File: config.mk
export PLATFORM = sky130hd
export DESIGN_NAME = nand_seq
export DESIGN_NICKNAME = d
export VERILOG_FILES = /design/src/rtl/nand_seq_pkg.sv /design/src/rtl/nand_seq_rbsync.sv /design/src/rtl/nand_seq_addr_pick.sv /design/src/rtl/nand_seq_ce_dec.sv /design/src/rtl/nand_seq.sv
export SDC_FILE = /design/constraint.sdc
export NUM_CORES = 1
export LEC_CHECK = 0
export BUFFER_PORTS_ARGS = -buffer_cell sky130_fd_sc_hd__buf_2
export CORE_UTILIZATION = 46
export DETAILED_ROUTE_END_ITERATION = 10
export PLACE_DENSITY = 0.81
export RECOVER_POWER = 50
export SYNTH_ARGS = -nofsm -noshare
export SYNTH_HDL_FRONTEND = slang
export SYNTH_SLANG_ARGS = --single-unit
File: constraint.sdc
create_clock -name clk -period 5.3 [get_ports clk]
set_clock_uncertainty 0.15 [all_clocks]
set_input_delay 1.59 -clock clk [delete_from_list [all_inputs] [get_ports clk]]
set_output_delay 1.59 -clock clk [all_outputs]
set_load 0.05 [all_outputs]
File: src/rtl/nand_seq_pkg.sv
package nand_seq_pkg;

    // command word bit positions
    localparam int B_GO    = 31;
    localparam int B_CMD1  = 30;
    localparam int B_ADDR  = 29;
    localparam int B_PIO   = 28;
    localparam int B_TX    = 27;
    localparam int B_RX    = 26;
    localparam int B_CMD2  = 25;
    localparam int B_LATE  = 24;
    localparam int B_RBW   = 16;
    localparam int LEN_LSB = 20;
    localparam int CE_LSB  = 8;

    // timing word field positions
    localparam int TIM_W   = 18;
    localparam int T_WL    = 0;
    localparam int T_WH    = 4;
    localparam int T_RL    = 6;
    localparam int T_RH    = 10;
    localparam int T_SU    = 12;
    localparam int T_TWB   = 14;

    typedef enum logic [3:0] {
        PH_IDLE  = 4'd0,
        PH_SETUP = 4'd1,
        PH_CMD1  = 4'd2,
        PH_ADDR  = 4'd3,
        PH_CMD2A = 4'd4,
        PH_DATA  = 4'd5,
        PH_CMD2B = 4'd6,
        PH_TWB   = 4'd7,
        PH_RBW   = 4'd8
    } phase_t;

    // first enabled phase strictly after cur; checked last-to-first so the earliest wins
    function automatic phase_t next_phase(input phase_t cur, input logic [31:0] c);
        phase_t r;
        r = PH_IDLE;
        if (cur < PH_TWB   && c[B_RBW])                       r = PH_TWB;
        if (cur < PH_CMD2B && c[B_CMD2] && c[B_LATE])         r = PH_CMD2B;
        if (cur < PH_DATA  && c[B_PIO] && (c[B_TX] || c[B_RX])) r = PH_DATA;
        if (cur < PH_CMD2A && c[B_CMD2] && !c[B_LATE])        r = PH_CMD2A;
        if (cur < PH_ADDR  && c[B_ADDR])                      r = PH_ADDR;
        if (cur < PH_CMD1  && c[B_CMD1])                      r = PH_CMD1;
        return r;
    endfunction

    function automatic logic is_read(input phase_t p, input logic [31:0] c);
        return (p == PH_DATA) && c[B_RX] && !c[B_TX];
    endfunction

    function automatic logic [3:0] strobe_low(input phase_t p, input logic [31:0] c,
                                              input logic [TIM_W-1:0] t);
        return is_read(p, c) ? t[T_RL +: 4] : t[T_WL +: 4];
    endfunction

    function automatic logic [3:0] strobe_high(input phase_t p, input logic [31:0] c,
                                               input logic [TIM_W-1:0] t);
        return {2'b00, (is_read(p, c) ? t[T_RH +: 2] : t[T_WH +: 2])};
    endfunction

endpackage

File: src/rtl/nand_seq_rbsync.sv
module nand_seq_rbsync #(
    parameter int STAGES = 2
) (
    input  logic clk,
    input  logic rst_n,
    input  logic rb_async,
    output logic rb_ready
);
    logic [STAGES-1:0] sync_q;

    always_ff @(posedge clk or negedge rst_n) begin
        if (!rst_n) sync_q <= '0;
        else        sync_q <= {sync_q[STAGES-2:0], rb_async};
    end

    assign rb_ready = sync_q[STAGES-1];
endmodule

File: src/rtl/nand_seq_addr_pick.sv
module nand_seq_addr_pick #(
    parameter int NBYTES = 8,
    localparam int IW = $clog2(NBYTES)
) (
    input  logic [8*NBYTES-1:0] bytes_in,
    input  logic [IW-1:0]       sel,
    output logic [7:0]          byte_out
);
    logic [7:0] lanes [NBYTES];

    for (genvar g = 0; g < NBYTES; g++) begin : g_lane
        assign lanes[g] = bytes_in[8*g +: 8];
    end

    assign byte_out = lanes[sel];
endmodule

File: src/rtl/nand_seq_ce_dec.sv
module nand_seq_ce_dec #(
    parameter int NCHIP = 8
) (
    input  logic             active,
    input  logic [NCHIP-1:0] sel,
    output logic [NCHIP-1:0] ce_n
);
    for (genvar g = 0; g < NCHIP; g++) begin : g_ce
        assign ce_n[g] = ~(active & sel[g]);
    end
endmodule

File: src/rtl/nand_seq.sv
module nand_seq
    import nand_seq_pkg::*;
#(
    parameter int NCHIP = 8,
    parameter int NDATA = 4,
    localparam int DW = 8 * NDATA,
    localparam int ABYTES = 8,
    localparam int IDX_W = $clog2(ABYTES),
    localparam int LANE_W = (NDATA > 1) ? $clog2(NDATA) : 1
) (
    input  logic             clk,
    input  logic             rst_n,
    input  logic             cmd_wr,
    input  logic [31:0]      cmd_word,
    input  logic [7:0]       op_first,
    input  logic [7:0]       op_second,
    input  logic [31:0]      addr_lo,
    input  logic [31:0]      addr_hi,
    input  logic [DW-1:0]    tx_word,
    input  logic [TIM_W-1:0] timing,
    input  logic             rb_in,
    input  logic [7:0]       io_in,
    output logic [NCHIP-1:0] ce_n,
    output logic             cle,
    output logic             ale,
    output logic             we_n,
    output logic             re_n,
    output logic [7:0]       io_out,
    output logic             io_oe,
    output logic             busy,
    output logic             done,
    output logic [DW-1:0]    rx_word
);
    typedef struct packed {
        phase_t             ph;
        logic               hi;
        logic [3:0]         cnt;
        logic [IDX_W-1:0]   idx;
        logic [31:0]        cmd;
        logic [7:0]         op1;
        logic [7:0]         op2;
        logic [8*ABYTES-1:0] adr;
        logic [DW-1:0]      txd;
        logic [DW-1:0]      rx;
        logic [TIM_W-1:0]   tim;
        logic               done;
    } st_t;

    st_t st_d, st_q;

    logic             rb_ready;
    logic             rd;
    logic             byte_ph;
    logic             adv;
    phase_t           nxt;
    logic [IDX_W-1:0] last_idx;
    logic [LANE_W-1:0] lane;
    logic [7:0]       addr_byte;
    logic [3:0]       len_f;

    nand_seq_rbsync #(.STAGES(2)) u_rb (
        .clk(clk), .rst_n(rst_n), .rb_async(rb_in), .rb_ready(rb_ready)
    );

    nand_seq_addr_pick #(.NBYTES(ABYTES)) u_addr (
        .bytes_in(st_q.adr), .sel(st_q.idx), .byte_out(addr_byte)
    );

    nand_seq_ce_dec #(.NCHIP(NCHIP)) u_ce (
        .active(busy), .sel(st_q.cmd[CE_LSB +: NCHIP]), .ce_n(ce_n)
    );

    assign lane    = st_q.idx[LANE_W-1:0];
    assign rd      = is_read(st_q.ph, st_q.cmd);
    assign byte_ph = (st_q.ph == PH_CMD1) || (st_q.ph == PH_ADDR) || (st_q.ph == PH_CMD2A)
                  || (st_q.ph == PH_DATA) || (st_q.ph == PH_CMD2B);
    assign len_f   = st_q.cmd[LEN_LSB +: 4];

    always_comb begin
        case (st_q.ph)
            PH_ADDR: last_idx = st_q.cmd[3] ? IDX_W'(ABYTES - 1) : st_q.cmd[IDX_W-1:0];
            PH_DATA: last_idx = (len_f > 4'(NDATA - 1)) ? IDX_W'(NDATA - 1) : IDX_W'(len_f);
            default: last_idx = '0;
        endcase
    end

    // next-state computation
    always_comb begin
        st_d      = st_q;
        st_d.done = 1'b0;
        adv       = 1'b0;
        nxt       = PH_IDLE;
        case (st_q.ph)
            PH_IDLE: begin
                if (cmd_wr && cmd_word[B_GO]) begin
                    st_d.cmd        = cmd_word;
                    st_d.cmd[B_GO]  = 1'b0;
                    st_d.op1        = op_first;
                    st_d.op2        = op_second;
                    st_d.adr        = {addr_hi, addr_lo};
                    st_d.txd        = tx_word;
                    st_d.tim        = timing;
                    st_d.rx         = '0;
                    st_d.ph         = PH_SETUP;
                    st_d.hi         = 1'b0;
                    st_d.idx        = '0;
                    st_d.cnt        = {2'b00, timing[T_SU +: 2]};
                end
            end
            PH_SETUP: begin
                if (st_q.cnt != 0) st_d.cnt = st_q.cnt - 4'd1;
                else begin adv = 1'b1; nxt = next_phase(PH_SETUP, st_q.cmd); end
            end
            PH_TWB: begin
                if (st_q.cnt != 0) st_d.cnt = st_q.cnt - 4'd1;
                else begin adv = 1'b1; nxt = PH_RBW; end
            end
            PH_RBW: begin
                if (rb_ready) begin adv = 1'b1; nxt = PH_IDLE; end
            end
            default: begin
                if (st_q.cnt != 0) begin
                    st_d.cnt = st_q.cnt - 4'd1;
                end else if (!st_q.hi) begin
                    if (rd) st_d.rx[8*lane +: 8] = io_in;
                    st_d.hi  = 1'b1;
                    st_d.cnt = strobe_high(st_q.ph, st_q.cmd, st_q.tim);
                end else if (st_q.idx == last_idx) begin
                    adv = 1'b1;
                    nxt = next_phase(st_q.ph, st_q.cmd);
                end else begin
                    st_d.idx = st_q.idx + 1'b1;
                    st_d.hi  = 1'b0;
                    st_d.cnt = strobe_low(st_q.ph, st_q.cmd, st_q.tim);
                end
            end
        endcase
        if (adv) begin
            st_d.ph   = nxt;
            st_d.hi   = 1'b0;
            st_d.idx  = '0;
            st_d.cnt  = (nxt == PH_TWB) ? st_q.tim[T_TWB +: 4] : strobe_low(nxt, st_q.cmd, st_q.tim);
            st_d.done = (nxt == PH_IDLE);
        end
    end

    always_ff @(posedge clk or negedge rst_n) begin
        if (!rst_n) begin
            st_q    <= '0;
            st_q.ph <= PH_IDLE;
        end else begin
            st_q <= st_d;
        end
    end

    // bus outputs
    always_comb begin
        case (st_q.ph)
            PH_CMD1:           io_out = st_q.op1;
            PH_CMD2A, PH_CMD2B: io_out = st_q.op2;
            PH_ADDR:           io_out = addr_byte;
            PH_DATA:           io_out = st_q.txd[8*lane +: 8];
            default:           io_out = 8'h00;
        endcase
    end

    assign busy    = (st_q.ph != PH_IDLE);
    assign done    = st_q.done;
    assign cle     = (st_q.ph == PH_CMD1) || (st_q.ph == PH_CMD2A) || (st_q.ph == PH_CMD2B);
    assign ale     = (st_q.ph == PH_ADDR);
    assign we_n    = !(byte_ph && !rd && !st_q.hi);
    assign re_n    = !(rd && !st_q.hi);
    assign io_oe   = byte_ph && !rd;
    assign rx_word = st_q.rx;

    logic unused_bits;
    assign unused_bits = ^{st_q.cmd[31], st_q.cmd[19:17], st_q.cmd[7:4]};

    // done lasts one cycle
    a_r9_done_pulse: assert property (@(posedge clk) disable iff (!rst_n) done |=> !done);
    // done only when idle
    a_r9_done_idle: assert property (@(posedge clk) disable iff (!rst_n) done |-> !busy);
    // CLE and ALE never together
    a_r3_cle_ale_excl: assert property (@(posedge clk) disable iff (!rst_n) !(cle && ale));
    // never both strobes low
    a_r7_one_strobe: assert property (@(posedge clk) disable iff (!rst_n) !(!we_n && !re_n));
    // chip enable steady while running
    a_r2_ce_hold: assert property (@(posedge clk) disable iff (!rst_n)
        (busy && $past(busy)) |-> $stable(ce_n));
    // at most one chip selected
    a_r2_ce_onehot: assert property (@(posedge clk) disable iff (!rst_n) $onehot0(~ce_n));
    // no done while device not ready
    a_r8_wait_ready: assert property (@(posedge clk) disable iff (!rst_n)
        (st_q.ph == PH_RBW && !rb_ready) |=> !done);
endmodule

==> run metrics <==
CTS max path bufs=2; CP max FO=18; Final Hold Viols=0; compound-gate portion of the synthesized area=between 7 and 8%; DRT iter0 DRCs=roughly 370; initial antenna violation count=3; met1 Usage GRT=roughly 27%; Synth Area per Inst=between 10 and 15 um^2; clk_lat worst skew=around 0.44 ns; internal power=around 4 mW; Max Slew Vio Count=269; commonest non-fill, non-tap cell in the layout=buf_2; Routed Antenna Nets=0; TritonRoute pass-1 iters=4; total routed wirelength=23.1 mm; Synth Area in Simple Gates=slightly below 9%; GPL Wtd Cong=0.876; Seq pwr share=between 30% and 40%; clock sink count=a little under 200; number of global-route vias before repair=~7,000; drt drc=0; CP max stage delay=0.78 ns; CTS H-Tree Depth=4; TritonCTS buffer count=17; period utilization=87.0%; most frequent cells in the layout=206 x buf_2, 198 x dfrtp_1, 152 x mux2_2; setup TNS=0 ns; register area share after synthesis=between 50% and 60%; Startpoint Class=register; via count=about 6,800; main combinational cell family by area after synthesis=multiplexers; Final Setup Violations=0; Final #Nets=1,124; pin count of the biggest net entering global routing=between 150 and 200; die width=roughly 150 um; xor and xnor area share after synthesis=less than 1%; Ys Warns=0; hold depth=0; layout cells sized above 1=45.9%; hold crit path type=register to register; global-route wire length before repair=around 37 mm; Mapped Area=about 9500 um^2; Site Rows=52; Post-synth EDFFs=0; postcts setup bufs=0; Core Box Area=approximately 20,000 um^2; vias per cell=~5.5; CP Data Required Time=3.56 ns; Syn Nets=roughly 950; Final HPWL DP=approximately 16 mm; fmax=~220 MHz; unrepaired setup endpoints after global routing=no; GR Layer Usage met3=7.34%; IO buf count=~220; Psw=roughly 2.6 mW; CP Depth=4; Worst-Margin Slew=roughly 2.8 ns; Multi-input gate area=4090 um^2; #FFs+latches synth=slightly below 200; DIE AREA=21,300 um^2; CP bufs+invs=1; cts hold-fix bufs=0; max cap viols=2; post-cts gate resize count=0; GRT overflow=0; fillers=roughly 1,700; CP arrival=2.87 ns; CP endpoint kind=output pin; Top Ports=roughly 230; Crit Path Category=register to output pin; Leak=around 5.0 nW; layer with the highest usage=met2; ys async rst share=100%; Final Core Density=between 50% and 60%; status=finished, violations left; final worst path period need=~4.6 ns; area grow syn2layout=18.1%; Synth Flop Type=dfrtp_1; Reg area=4980 um^2; Post-Synth Adder-Cell Area=0.656%; r2r worst-path depth=5; post-DR wirelength/cell=between 15 and 20 um; GR Util met2=between 30 and 40%; pwr dens=597 nW/um^2; TritonCTS clock tree=built; post-synthesis mux area share=25.3%; failing checks=max-capacitance violations, max-slew violations; CTS Root Cell=clkbuf_16; Sw Share=between 30 and 40%; Relative slew margins=-89.6%; Gate power share=40.6%; clock slew at reported path FFs=roughly 0.080 ns; post-synthesis cell count=a little under 800; crit-path cells=mux4_2 -> a222oi_1 -> o21ai_0 -> buf_2; Clk pwr share=20.1%; Initial Utilization=a little under half; CP max stage cell=dfrtp_2; VDD IR max=~290 uV; Netlist cell types=60; All-Layer GR Usage=about 22%; DIE HEIGHT=approximately 150 um; CP top delay family=flip-flops
-- layout make-up --
cell class,count,area share (%)
Antenna cell,1,0.0222
Clock buffer,18,3.90
Clock inverter,14,1.60
Inverter,12,0.400
Multi-Input combinational cell,483,36.3
Sequential cell,199,44.2
Tap cell,270,3.00
Timing Repair Buffer,232,10.6
-- logic make-up (layout without fill, tap and decap cells) --
logic type	Yosys count	after routing
other	0	1
AND/OR/NAND/NOR	169	169
multiplexers	192	192
AO/OA/AOI/OAI	113	113
adder cells (fa/ha/maj)	5	5
flip-flops	199	199
buffers and inverters	88	276
XOR/XNOR	4	4
-- flip-flops by register name (all words and copies together), names as in the netlist --
signal,count
done,1
lane,2
len_f,4
rx_word,32
st_q,158
u_rb.sync_q,2
-- Yosys cell counts, drive strengths merged (3+ instances only) --
| master | number | area (um^2) |
|---|---|---|
| nand2b | 7 | 43.8 |
| and4 | 3 | 26.3 |
| mux4 | 24 | 541 |
| and3 | 3 | 18.8 |
| o22ai | 3 | 18.8 |
| nor4 | 3 | 40.0 |
| dfrtp | 199 | 4980 |
| nand2 | 97 | 364 |
| a222oi | 8 | 80.1 |
| ha | 5 | 62.6 |
| xnor2 | 4 | 50.1 |
| nor3 | 7 | 40.0 |
| a21oi | 15 | 78.8 |
| nor2 | 17 | 63.8 |
| o221ai | 5 | 43.8 |
| or3 | 5 | 31.3 |
| mux2i | 15 | 150 |
| nand3 | 7 | 35.0 |
| buf | 49 | 322 |
| nor3b | 5 | 48.8 |
| a211oi | 5 | 37.5 |
| inv | 12 | 45.0 |
| clkbuf | 27 | 101 |
| mux2 | 153 | 1720 |
| a32oi | 3 | 26.3 |
| o21ai | 59 | 299 |
-- metal layers --
layer	vias up	share of wire (%)
li1	3108	-
met1	3357	41
met2	244	49
met3	39	7.9
met4	2	2.3
met5	-	0.035
-- stage by stage --
step,setup WS (ns),power (mW),hold WS [ns],cells,area [um^2]
floorplan,0.909,4.67,0.181,770,9540
CTS,0.598,6.77,0.215,1228,11300
finish,0.689,6.72,0.210,1229,11300
global route,0.574,7.12,0.230,1228,11300
global placement,1.22,5.27,0.188,1196,10700
detailed placement,1.12,5.39,0.197,1196,10700
-- power by group through the flow --
| stage | sequential [mW] | combinational [mW] | clock, mW |
|---|---|---|---|
| after floorplan | 2.44 | 2.23 | 0 |
| after global placement | 2.63 | 2.65 | 0 |
| after detailed placement | 2.66 | 2.72 | 0 |
| after CTS | 2.65 | 2.74 | 1.38 |
| after global routing | 2.74 | 2.94 | 1.44 |
| final | 2.65 | 2.73 | 1.35 |
-- worst paths after layout --
| check | from | endpoint | slack [ns] |
|---|---|---|---|
| setup / recovery | lane[0] | io_out[4] | 0.69 |
| hold / removal | u_rb.sync_q[0] | u_rb.sync_q[1] | 0.21 |
| setup reg to reg | st_q[203] | st_q[145] | 0.87 |
| hold reg to reg | u_rb.sync_q[0] | u_rb.sync_q[1] | 0.21 |
| max in group asynchronous | rst_n | lane[0] | 1.26 |
| min in group asynchronous | rst_n | st_q[16] | 1.91 |
No activity file was read; power rests on OpenSTA's default activity.
